--- src/rtl/seu_harness_pkg.sv ---
package seu_harness_pkg;

    typedef enum logic [1:0] {
        PAT_ONES  = 2'b00,
        PAT_ZEROS = 2'b01,
        PAT_ALT   = 2'b10,
        PAT_ALT_B = 2'b11
    } pat_e;

    typedef struct packed {
        logic hold;
        logic dbl;
    } shift_ctl_t;

    typedef struct packed {
        logic mis;
        logic over;
        logic first_over;
    } cmp_t;

    function automatic logic pat_bit(input logic [1:0] sel, input logic phase);
        logic b;
        case (pat_e'(sel))
            PAT_ONES:  b = 1'b1;
            PAT_ZEROS: b = 1'b0;
            default:   b = phase;
        endcase
        return b;
    endfunction

endpackage

--- src/rtl/seu_pattern_gen.sv ---
module seu_pattern_gen
    import seu_harness_pkg::*;
#(
    parameter int CHAIN_LEN = 16
) (
    input  logic       clk,
    input  logic       rst,
    input  logic [1:0] pat_sel,
    output logic       src_bit,
    output logic       ref_bit
);
    localparam logic LAG_ODD = ((CHAIN_LEN % 2) == 1);

    logic phase;

    always_ff @(posedge clk) begin
        if (rst) phase <= 1'b0;
        else     phase <= ~phase;
    end

    // The bit now leaving the chain entered CHAIN_LEN clocks ago.
    always_comb begin
        src_bit = pat_bit(pat_sel, phase);
        ref_bit = pat_bit(pat_sel, phase ^ LAG_ODD);
    end
endmodule

--- src/rtl/seu_shift_chain.sv ---
module seu_shift_chain
    import seu_harness_pkg::*;
#(
    parameter int CHAIN_LEN = 16,
    parameter int IDX_W     = $clog2(CHAIN_LEN)
) (
    input  logic             clk,
    input  logic             rst,
    input  logic             din,
    input  shift_ctl_t       ctl,
    input  logic             flip,
    input  logic [IDX_W-1:0] flip_idx,
    output logic             dout
);
    logic [CHAIN_LEN-1:0] stage_q;
    logic [CHAIN_LEN-1:0] shifted;
    logic [CHAIN_LEN-1:0] flip_mask;

    for (genvar k = 0; k < CHAIN_LEN; k++) begin : g_stage
        if (k == 0) begin : g_head
            assign shifted[k] = din;
        end else if (k == 1) begin : g_second
            assign shifted[k] = ctl.dbl ? din : stage_q[0];
        end else begin : g_body
            assign shifted[k] = ctl.dbl ? stage_q[k-2] : stage_q[k-1];
        end
        assign flip_mask[k] = flip && (flip_idx == IDX_W'(k));
    end

    always_ff @(posedge clk) begin
        if (rst) stage_q <= '0;
        else     stage_q <= (ctl.hold ? stage_q : shifted) ^ flip_mask;
    end

    assign dout = stage_q[CHAIN_LEN-1];
endmodule

--- src/rtl/seu_mismatch_mon.sv ---
module seu_mismatch_mon
    import seu_harness_pkg::*;
#(
    parameter int CHAIN_LEN = 16,
    parameter int CNT_W     = 32,
    parameter int TH_W      = 8
) (
    input  logic             clk,
    input  logic             rst,
    input  logic             chain_bit,
    input  logic             ref_bit,
    input  logic [TH_W-1:0]  burst_thresh,
    output logic             err_pulse,
    output logic [CNT_W-1:0] err_count,
    output logic             burst_flag,
    output logic [CNT_W-1:0] burst_count
);
    localparam int WARM_W = $clog2(CHAIN_LEN + 1);
    localparam logic [WARM_W-1:0] WARM_END = WARM_W'(CHAIN_LEN);

    logic [WARM_W-1:0] warm_q;
    logic [TH_W:0]     run_q;
    cmp_t              cmp;

    always_comb begin
        cmp.mis        = (warm_q == WARM_END) && (chain_bit != ref_bit);
        cmp.over       = cmp.mis && (run_q >= {1'b0, burst_thresh});
        cmp.first_over = cmp.mis && (run_q == {1'b0, burst_thresh});
    end

    always_ff @(posedge clk) begin
        if (rst) begin
            warm_q      <= '0;
            run_q       <= '0;
            err_pulse   <= 1'b0;
            burst_flag  <= 1'b0;
            err_count   <= '0;
            burst_count <= '0;
        end else begin
            if (warm_q != WARM_END) warm_q <= warm_q + 1'b1;
            if (!cmp.mis)    run_q <= '0;
            else if (!(&run_q)) run_q <= run_q + 1'b1;
            err_pulse  <= cmp.mis;
            burst_flag <= cmp.over;
            if (cmp.mis && !(&err_count))          err_count   <= err_count + 1'b1;
            if (cmp.first_over && !(&burst_count)) burst_count <= burst_count + 1'b1;
        end
    end
endmodule

--- src/rtl/seu_chain_harness.sv ---
module seu_chain_harness
    import seu_harness_pkg::*;
#(
    parameter int CHAIN_LEN = 16,
    parameter int CNT_W     = 32,
    parameter int TH_W      = 8,
    parameter int IDX_W     = $clog2(CHAIN_LEN)
) (
    input  logic             clk,
    input  logic             rst,
    input  logic [1:0]       pat_sel,
    input  logic [TH_W-1:0]  burst_thresh,
    input  logic             inj_flip,
    input  logic [IDX_W-1:0] inj_idx,
    input  logic             inj_hold,
    input  logic             inj_double,
    output logic             err_pulse,
    output logic [CNT_W-1:0] err_count,
    output logic             burst_flag,
    output logic [CNT_W-1:0] burst_count
);
    logic       src_bit;
    logic       ref_bit;
    logic       chain_bit;
    shift_ctl_t ctl;

    assign ctl.hold = inj_hold;
    assign ctl.dbl  = inj_double && !inj_hold;

    seu_pattern_gen #(.CHAIN_LEN(CHAIN_LEN)) u_gen (
        .clk     (clk),
        .rst     (rst),
        .pat_sel (pat_sel),
        .src_bit (src_bit),
        .ref_bit (ref_bit)
    );

    seu_shift_chain #(.CHAIN_LEN(CHAIN_LEN), .IDX_W(IDX_W)) u_chain (
        .clk      (clk),
        .rst      (rst),
        .din      (src_bit),
        .ctl      (ctl),
        .flip     (inj_flip),
        .flip_idx (inj_idx),
        .dout     (chain_bit)
    );

    seu_mismatch_mon #(.CHAIN_LEN(CHAIN_LEN), .CNT_W(CNT_W), .TH_W(TH_W)) u_mon (
        .clk          (clk),
        .rst          (rst),
        .chain_bit    (chain_bit),
        .ref_bit      (ref_bit),
        .burst_thresh (burst_thresh),
        .err_pulse    (err_pulse),
        .err_count    (err_count),
        .burst_flag   (burst_flag),
        .burst_count  (burst_count)
    );
endmodule

--- config.mk ---
export PLATFORM = sky130hd
export DESIGN_NAME = seu_chain_harness
export DESIGN_NICKNAME = d
export VERILOG_FILES = /design/src/rtl/seu_harness_pkg.sv /design/src/rtl/seu_pattern_gen.sv /design/src/rtl/seu_shift_chain.sv /design/src/rtl/seu_mismatch_mon.sv /design/src/rtl/seu_chain_harness.sv
export SDC_FILE = /design/constraint.sdc
export NUM_CORES = 1
export LEC_CHECK = 0
export ABC_AREA = 1
export CORE_MARGIN = 8
export CORE_UTILIZATION = 35
export CTS_CLUSTER_DIAMETER = 40
export DETAILED_ROUTE_END_ITERATION = 16
export PLACE_DENSITY = 0.63
export SETUP_SLACK_MARGIN = 0.02
export SLEW_MARGIN = 20
export SYNTH_ARGS = -nofsm -noshare
export SYNTH_HDL_FRONTEND = slang
export SYNTH_HIERARCHICAL = 1
export SYNTH_SLANG_ARGS = --single-unit
--- constraint.sdc ---
create_clock -name clk -period 5.2 [get_ports clk]
set_input_delay 1.04 -clock clk [delete_from_list [all_inputs] [get_ports clk]]
set_output_delay 1.04 -clock clk [all_outputs]
set_load 0.01 [all_outputs]
==> results of run 1 <==
-- critical path: stages --
cell	delay, ps
clkdlybuf4s50_1	410
o21ai_1	320
nand2_1	90
nand2_1	110
nand2_2	250
nor2_1	680
nand2_2	280
nand2_1	120
a21oi_1	70
-- worst paths after layout --
check	startpoint	to	slack (ps)	cells past startpoint
worst min-delay path	u_gen/phase	u_gen/phase	420	1
worst max-delay path	pat_sel[1]	u_mon/burst_count[2]	2060	9
worst min register to register	u_gen/phase	u_gen/phase	420	1
worst max register to register	u_mon/warm_q[0]	u_mon/burst_count[2]	2850	9
-- state kept, by name, summed over array words and instances, names as in the netlist --
name,cells
u_mon/burst_count,32
u_mon/err_count,32
u_chain/stage_q,16
u_mon/run_q,9
u_mon/warm_q,5
u_gen/phase,1
u_mon/burst_flag,1
u_mon/err_pulse,1
-- routing by layer --
metal / routed length, um / share of wire [%]
met1: 8040 / 48
met2: 7770 / 46
met3: 799 / 4.8
met4: 209 / 1.2
met5: 0 / 0
-- logic make-up after synthesis --
kind of cell	after synthesis
xor gates and xnor gates	11
DFF	97
adders and majority gates	14
and+or+nand+nor	684
buffers and inverters	106
AOI/OAI and AO/OA	99
-- cell type report --
cell class / count / area share [%]
inverters: 79 / 3.90
multi-input cells: 808 / 51.2
well taps: 229 / 3.73
clock buffers: 12 / 3.47
flip-flops and latches: 97 / 25.3
clock inverters: 4 / 1.27
repair buffers: 86 / 11.2
-- cells in the mapped netlist, types with 3 or more instances --
| cell type | count |
|---|---|
| buf_2 | 8 |
| clkbuf_1 | 5 |
| inv_1 | 71 |
| nor2_2 | 4 |
| nand2_1 | 281 |
| xor2_1 | 7 |
| a21oi_1 | 86 |
| inv_2 | 6 |
| or2_1 | 13 |
| dfxtp_1 | 97 |
| nand3_4 | 3 |
| xnor2_1 | 4 |
| nor2_1 | 207 |
| nor3_1 | 7 |
| nand3_2 | 22 |
| ha_1 | 14 |
| o21ai_0 | 8 |
| or2_2 | 4 |
| and2_1 | 5 |
| nor2_4 | 13 |
| nand3_1 | 88 |
| buf_6 | 10 |
| nand4_1 | 13 |
| nand2_2 | 17 |
-- power by group --
part           total, W  switching, W  internal [W]
clock network  0.000812      0.000302      0.000510
logic          0.000116     0.0000685     0.0000474
registers      0.000763    0.00000909      0.000754
-- per-stage QoR --
stage                     power [W]  cells  area (sq um)  util, %  worst slack [ps]
after global placement     0.000895   1299          7310     40.8              1770
after global routing        0.00177   1315          7670     42.9              1780
after detailed placement   0.000898   1299          7310     40.8              1670
after floorplan            0.000872   1011          6380        -              2940
final                       0.00169   1315          7670     42.9              2060
after CTS                   0.00172   1315          7670     42.8              2040
==> impl_metrics.toml, run 1 <==
[outcome]
run_status = "finished clean"

[power_and_ir_drop]
power.density_mw_per_mm2 = 220
p_leak_nw = 2.83
ir_drop_uv = 170

[synthesis]
synth_edf_count = 0
synthAdderAreaFrac_pct = 2.74
ys_ff_latch = 97
syn_inst = 1011
yosysWarnings = 6
synth_mux_area_share_pct = 0
synth_nets = 1044
synth-simple-area-share_pct = 49.3
synth_xor_area_share_pct = 1.51
synth_top_family_by_area = "simple AND/OR/NAND/NOR gates"
synth_area_leaders = "dfxtp_1, nand2_1, nor2_1, nand3_1, a21oi_1"
synth_cell_types = 40
async_flop_share_pct = 0
avgSynthCellArea_sq_um = 6.31
netlist.top_cell.by_area = "dfxtp_1"
synth_ff_type = "dfxtp_1"
synth.top_cell.area_share_pct = 30.4
ys_seq_area_share_pct = 30.4
synth_area_sq_mm = 0.00638
synth_compound_gate_area_share_pct = 7.94

[sta]
whs_ps = 417
slew_headroom_pct = 49.7
tns_ps = 0
skew_ps = 9.69
setup_viol = 0
period_minus_slack_ps = 3140
fin_crit_sh_pct = 60.5
slew_viol_final = 0
rsz0062_at_grt = "false"
max_freq_mhz = 318
hold_viol_final = 0
worst_pin_slew_ps = 752

[cts]
cts.sinks = 97
holdBufCountCts = 0
cts_tree = "done"
cts_max_path_buffers = 2
numCtsBuffers = 9
cts-root-buf = "clkbuf_16"
htree_levels = 3
clkLatencyLatePin_ps = 350
post_cts_buffers = 0
clk_pin_slew_worst_paths_ps = 70
cts-resized-gates = 0

[detailed_routing]
drtIter0Drc = 361
routed_wl_mm = 16.8
first_pass_iters = 5
ant_nets = 0
drc_errors = 0
viasPerCell = 4.84
routedWlPerCell_um = 12.8
vias = 6366

[global_route]
grt_start_max_net_pins = 36
grt_pass1_wl_mm = 27.8
first_global_vias = 5801
grt-ovfl-total = 0
grt_usage_pct = 15.0
grtUsageMet1_pct = 18.8
met3_usage_pct = 3.62
top_usage_layer = "met2"
grt_util_met2_pct = 25.0
antenna_found_initial = 0

[placement]
portBuffers = 84
dpl.hpwl_mm = 12.4
gp_congestion = 0.835

[die]
dieArea_sq_mm = 0.0228
core_area_sq_mm = 0.0179
io_pins = 85
rows = 49
chipHeight_um = 151
die_w_um = 151
start_util_pct = 35.7

[setup_path]
crit_path_end_kind = "flop"
worstPathArrival_ps = 3380
critPathLaunchType = "input pin"
cp.required_ps = 5430
cp_max_fo = 16
crit_type = "in -> reg"

[run]
cap_violations = 0

[min_path]
hold_class = "reg -> reg"

[cells_and_area]
layout.nets = 1114
final_cell_mix = "nand2_1, nor2_1, dfxtp_1, nand3_1, a21oi_1"
synthToLayoutAreaGrowth_pct = 20.2
n_antenna_cell = 0
multi_input_area_sq_mm = 0.00393
drive_gt1_share_pct = 8.66
n_fill_cell = 1899
regArea_sq_mm = 0.00194
layout_commonest_cell = "nand2_1"
No activity file was read; power rests on OpenSTA's default activity.
==> inputs of run 2 (changes only) <==
==> constraint.sdc (replaced) <==
create_clock -name clk -period 2.9 [get_ports clk]
set_input_delay 0.58 -clock clk [delete_from_list [all_inputs] [get_ports clk]]
set_output_delay 0.58 -clock clk [all_outputs]
set_load 0.01 [all_outputs]
==> impl_metrics.toml, run 2 (synthesis results as in run 1) <==
[outcome]
run_status = "finished clean"

[sta]
skew_ps = 12.8
setup_viol = 0
hold_viol_final = 0
tns_ps = 0
setup_slack_ps = 661
slew_headroom_pct = 62.4
slew_viol_final = 0
max_freq_mhz = 447
fin_crit_sh_pct = 77.2
period_minus_slack_ps = 2240
worst_pin_slew_ps = 563
rsz0062_at_grt = "false"

[run]
cap_violations = 0

[die]
core_area_sq_mm = 0.0179
chipHeight_um = 151
dieArea_sq_mm = 0.0228
start_util_pct = 35.7
die_w_um = 151
io_pins = 85
rows = 49

[global_route]
grt_start_max_net_pins = 34
antenna_found_initial = 0
first_global_vias = 5987
grt_usage_pct = 15.2
grt-ovfl-total = 0
grt_pass1_wl_mm = 28.3

[cells_and_area]
final_cells = 1321
utilization_pct = 42.9
drive_gt1_share_pct = 8.97
reg_top3 = "u_mon/burst_count (32), u_mon/err_count (32), u_chain/stage_q (16)"
n_antenna_cell = 0
final_cell_mix = "nand2_1, nor2_1, dfxtp_1, nand3_1, a21oi_1"
n_fill_cell = 1946
layout.nets = 1120
synthToLayoutAreaGrowth_pct = 20.2
layout_commonest_cell = "nand2_1"

[cts]
clkLatencyLatePin_ps = 350
numCtsBuffers = 9
clk_pin_slew_worst_paths_ps = 70
holdBufCountCts = 0
cts-resized-gates = 0
cts-root-buf = "clkbuf_16"
htree_levels = 3
cts.sinks = 97
post_cts_buffers = 0
cts_max_path_buffers = 2
cts_tree = "done"

[placement]
dpl.hpwl_mm = 12.8
gp_congestion = 0.825
portBuffers = 84
dp_cells = 1305
preCtsSetupSlack_ps = 258

[setup_path]
slowest_delay_ps = 410
critPathTopFamily = "simple AND/OR/NAND/NOR gates"
worstPathArrival_ps = 2490
crit_path_frequent_cell = "nand2_1"
slowest_stage = "clkdlybuf4s50_1"
path_buf_inv = 1
crit_chain = "clkdlybuf4s50_1 -> o21ai_1 -> nand2_1 -> nand2_1 -> nand2_2 -> nor2_1 -> and2_1 -> nand3_1 -> nand2_1 -> nor2_1"
crit_path_start = "pat_sel[1]"
cp_max_fo = 16
crit_path_end_kind = "flop"
crit_type = "in -> reg"
cp.required_ps = 3150
critPathLaunchType = "input pin"
r2r_start = "u_mon/err_count[0]"

[min_path]
hold_class = "reg -> reg"
min_from = "u_gen/phase"

[detailed_routing]
viasPerCell = 4.86
drtIter0Drc = 346
routed_wl_mm = 17.2
routedWlPerCell_um = 13.0
drc_errors = 0
first_pass_iters = 5
vias = 6420
ant_nets = 0

[power_and_ir_drop]
ir_drop_uv = 255
p_leak_nw = 2.84
power.density_mw_per_mm2 = 379
## run 2: changes by cell type in the layout (fill, tap and decap cells not counted)
cell and delta:
buf_4 +6, clkbuf_8 -2, clkinv_2 +2, bufinv_16 -1
clkbuf_1 +1, clkinv_4 +1, clkinvlp_4 -1, nand3_1 +1
nand3_2 -1
## run 2: layout make-up
type / instances / area, sq um / share of cell area, %
Inverter: 79 / 299 / 3.90
Sequential cell: 97 / 1940 / 25.3
Clock buffer: 11 / 243 / 3.16
Tap cell: 229 / 287 / 3.73
Multi-Input combinational cell: 808 / 3920 / 51.1
Clock inverter: 5 / 78.8 / 1.03
Timing Repair Buffer: 92 / 901 / 11.7
## run 2: where the power goes
part | switching, W | total [W] | internal (W)
logic | 0.000125 | 0.000211 | 0.0000866
registers | 0.0000167 | 0.00137 | 0.00135
clock network | 0.000550 | 0.00133 | 0.000780
total | 0.000691 | 0.00291 | 0.00222
## run 2: through the flow
stage	instance area, sq um	hold slack, ps	total power (W)
after detailed placement	7350	409	0.00161
after global placement	7350	406	0.00161
final	7670	417	0.00291
after CTS	7670	423	0.00295
after global routing	7670	441	0.00303
after floorplan	6380	388	0.00156
## run 2: metal layers
layer	part of all wire, %	track usage, %	vias up
li1	-	-	3391
met1	47	19.1	2883
met2	46	25.4	127
met3	5.8	3.62	19
met4	1.2	4.50	0
met5	0	0	-
## run 2: final timing paths
| check | to | slack [ps] | cells after the start |
|---|---|---|---|
| min reg2reg | u_gen/phase | 420 | 1 |
| max reg2reg | u_mon/err_count[15] | 680 | 9 |
| max | u_mon/burst_count[15] | 660 | 10 |
| min | u_gen/phase | 420 | 1 |
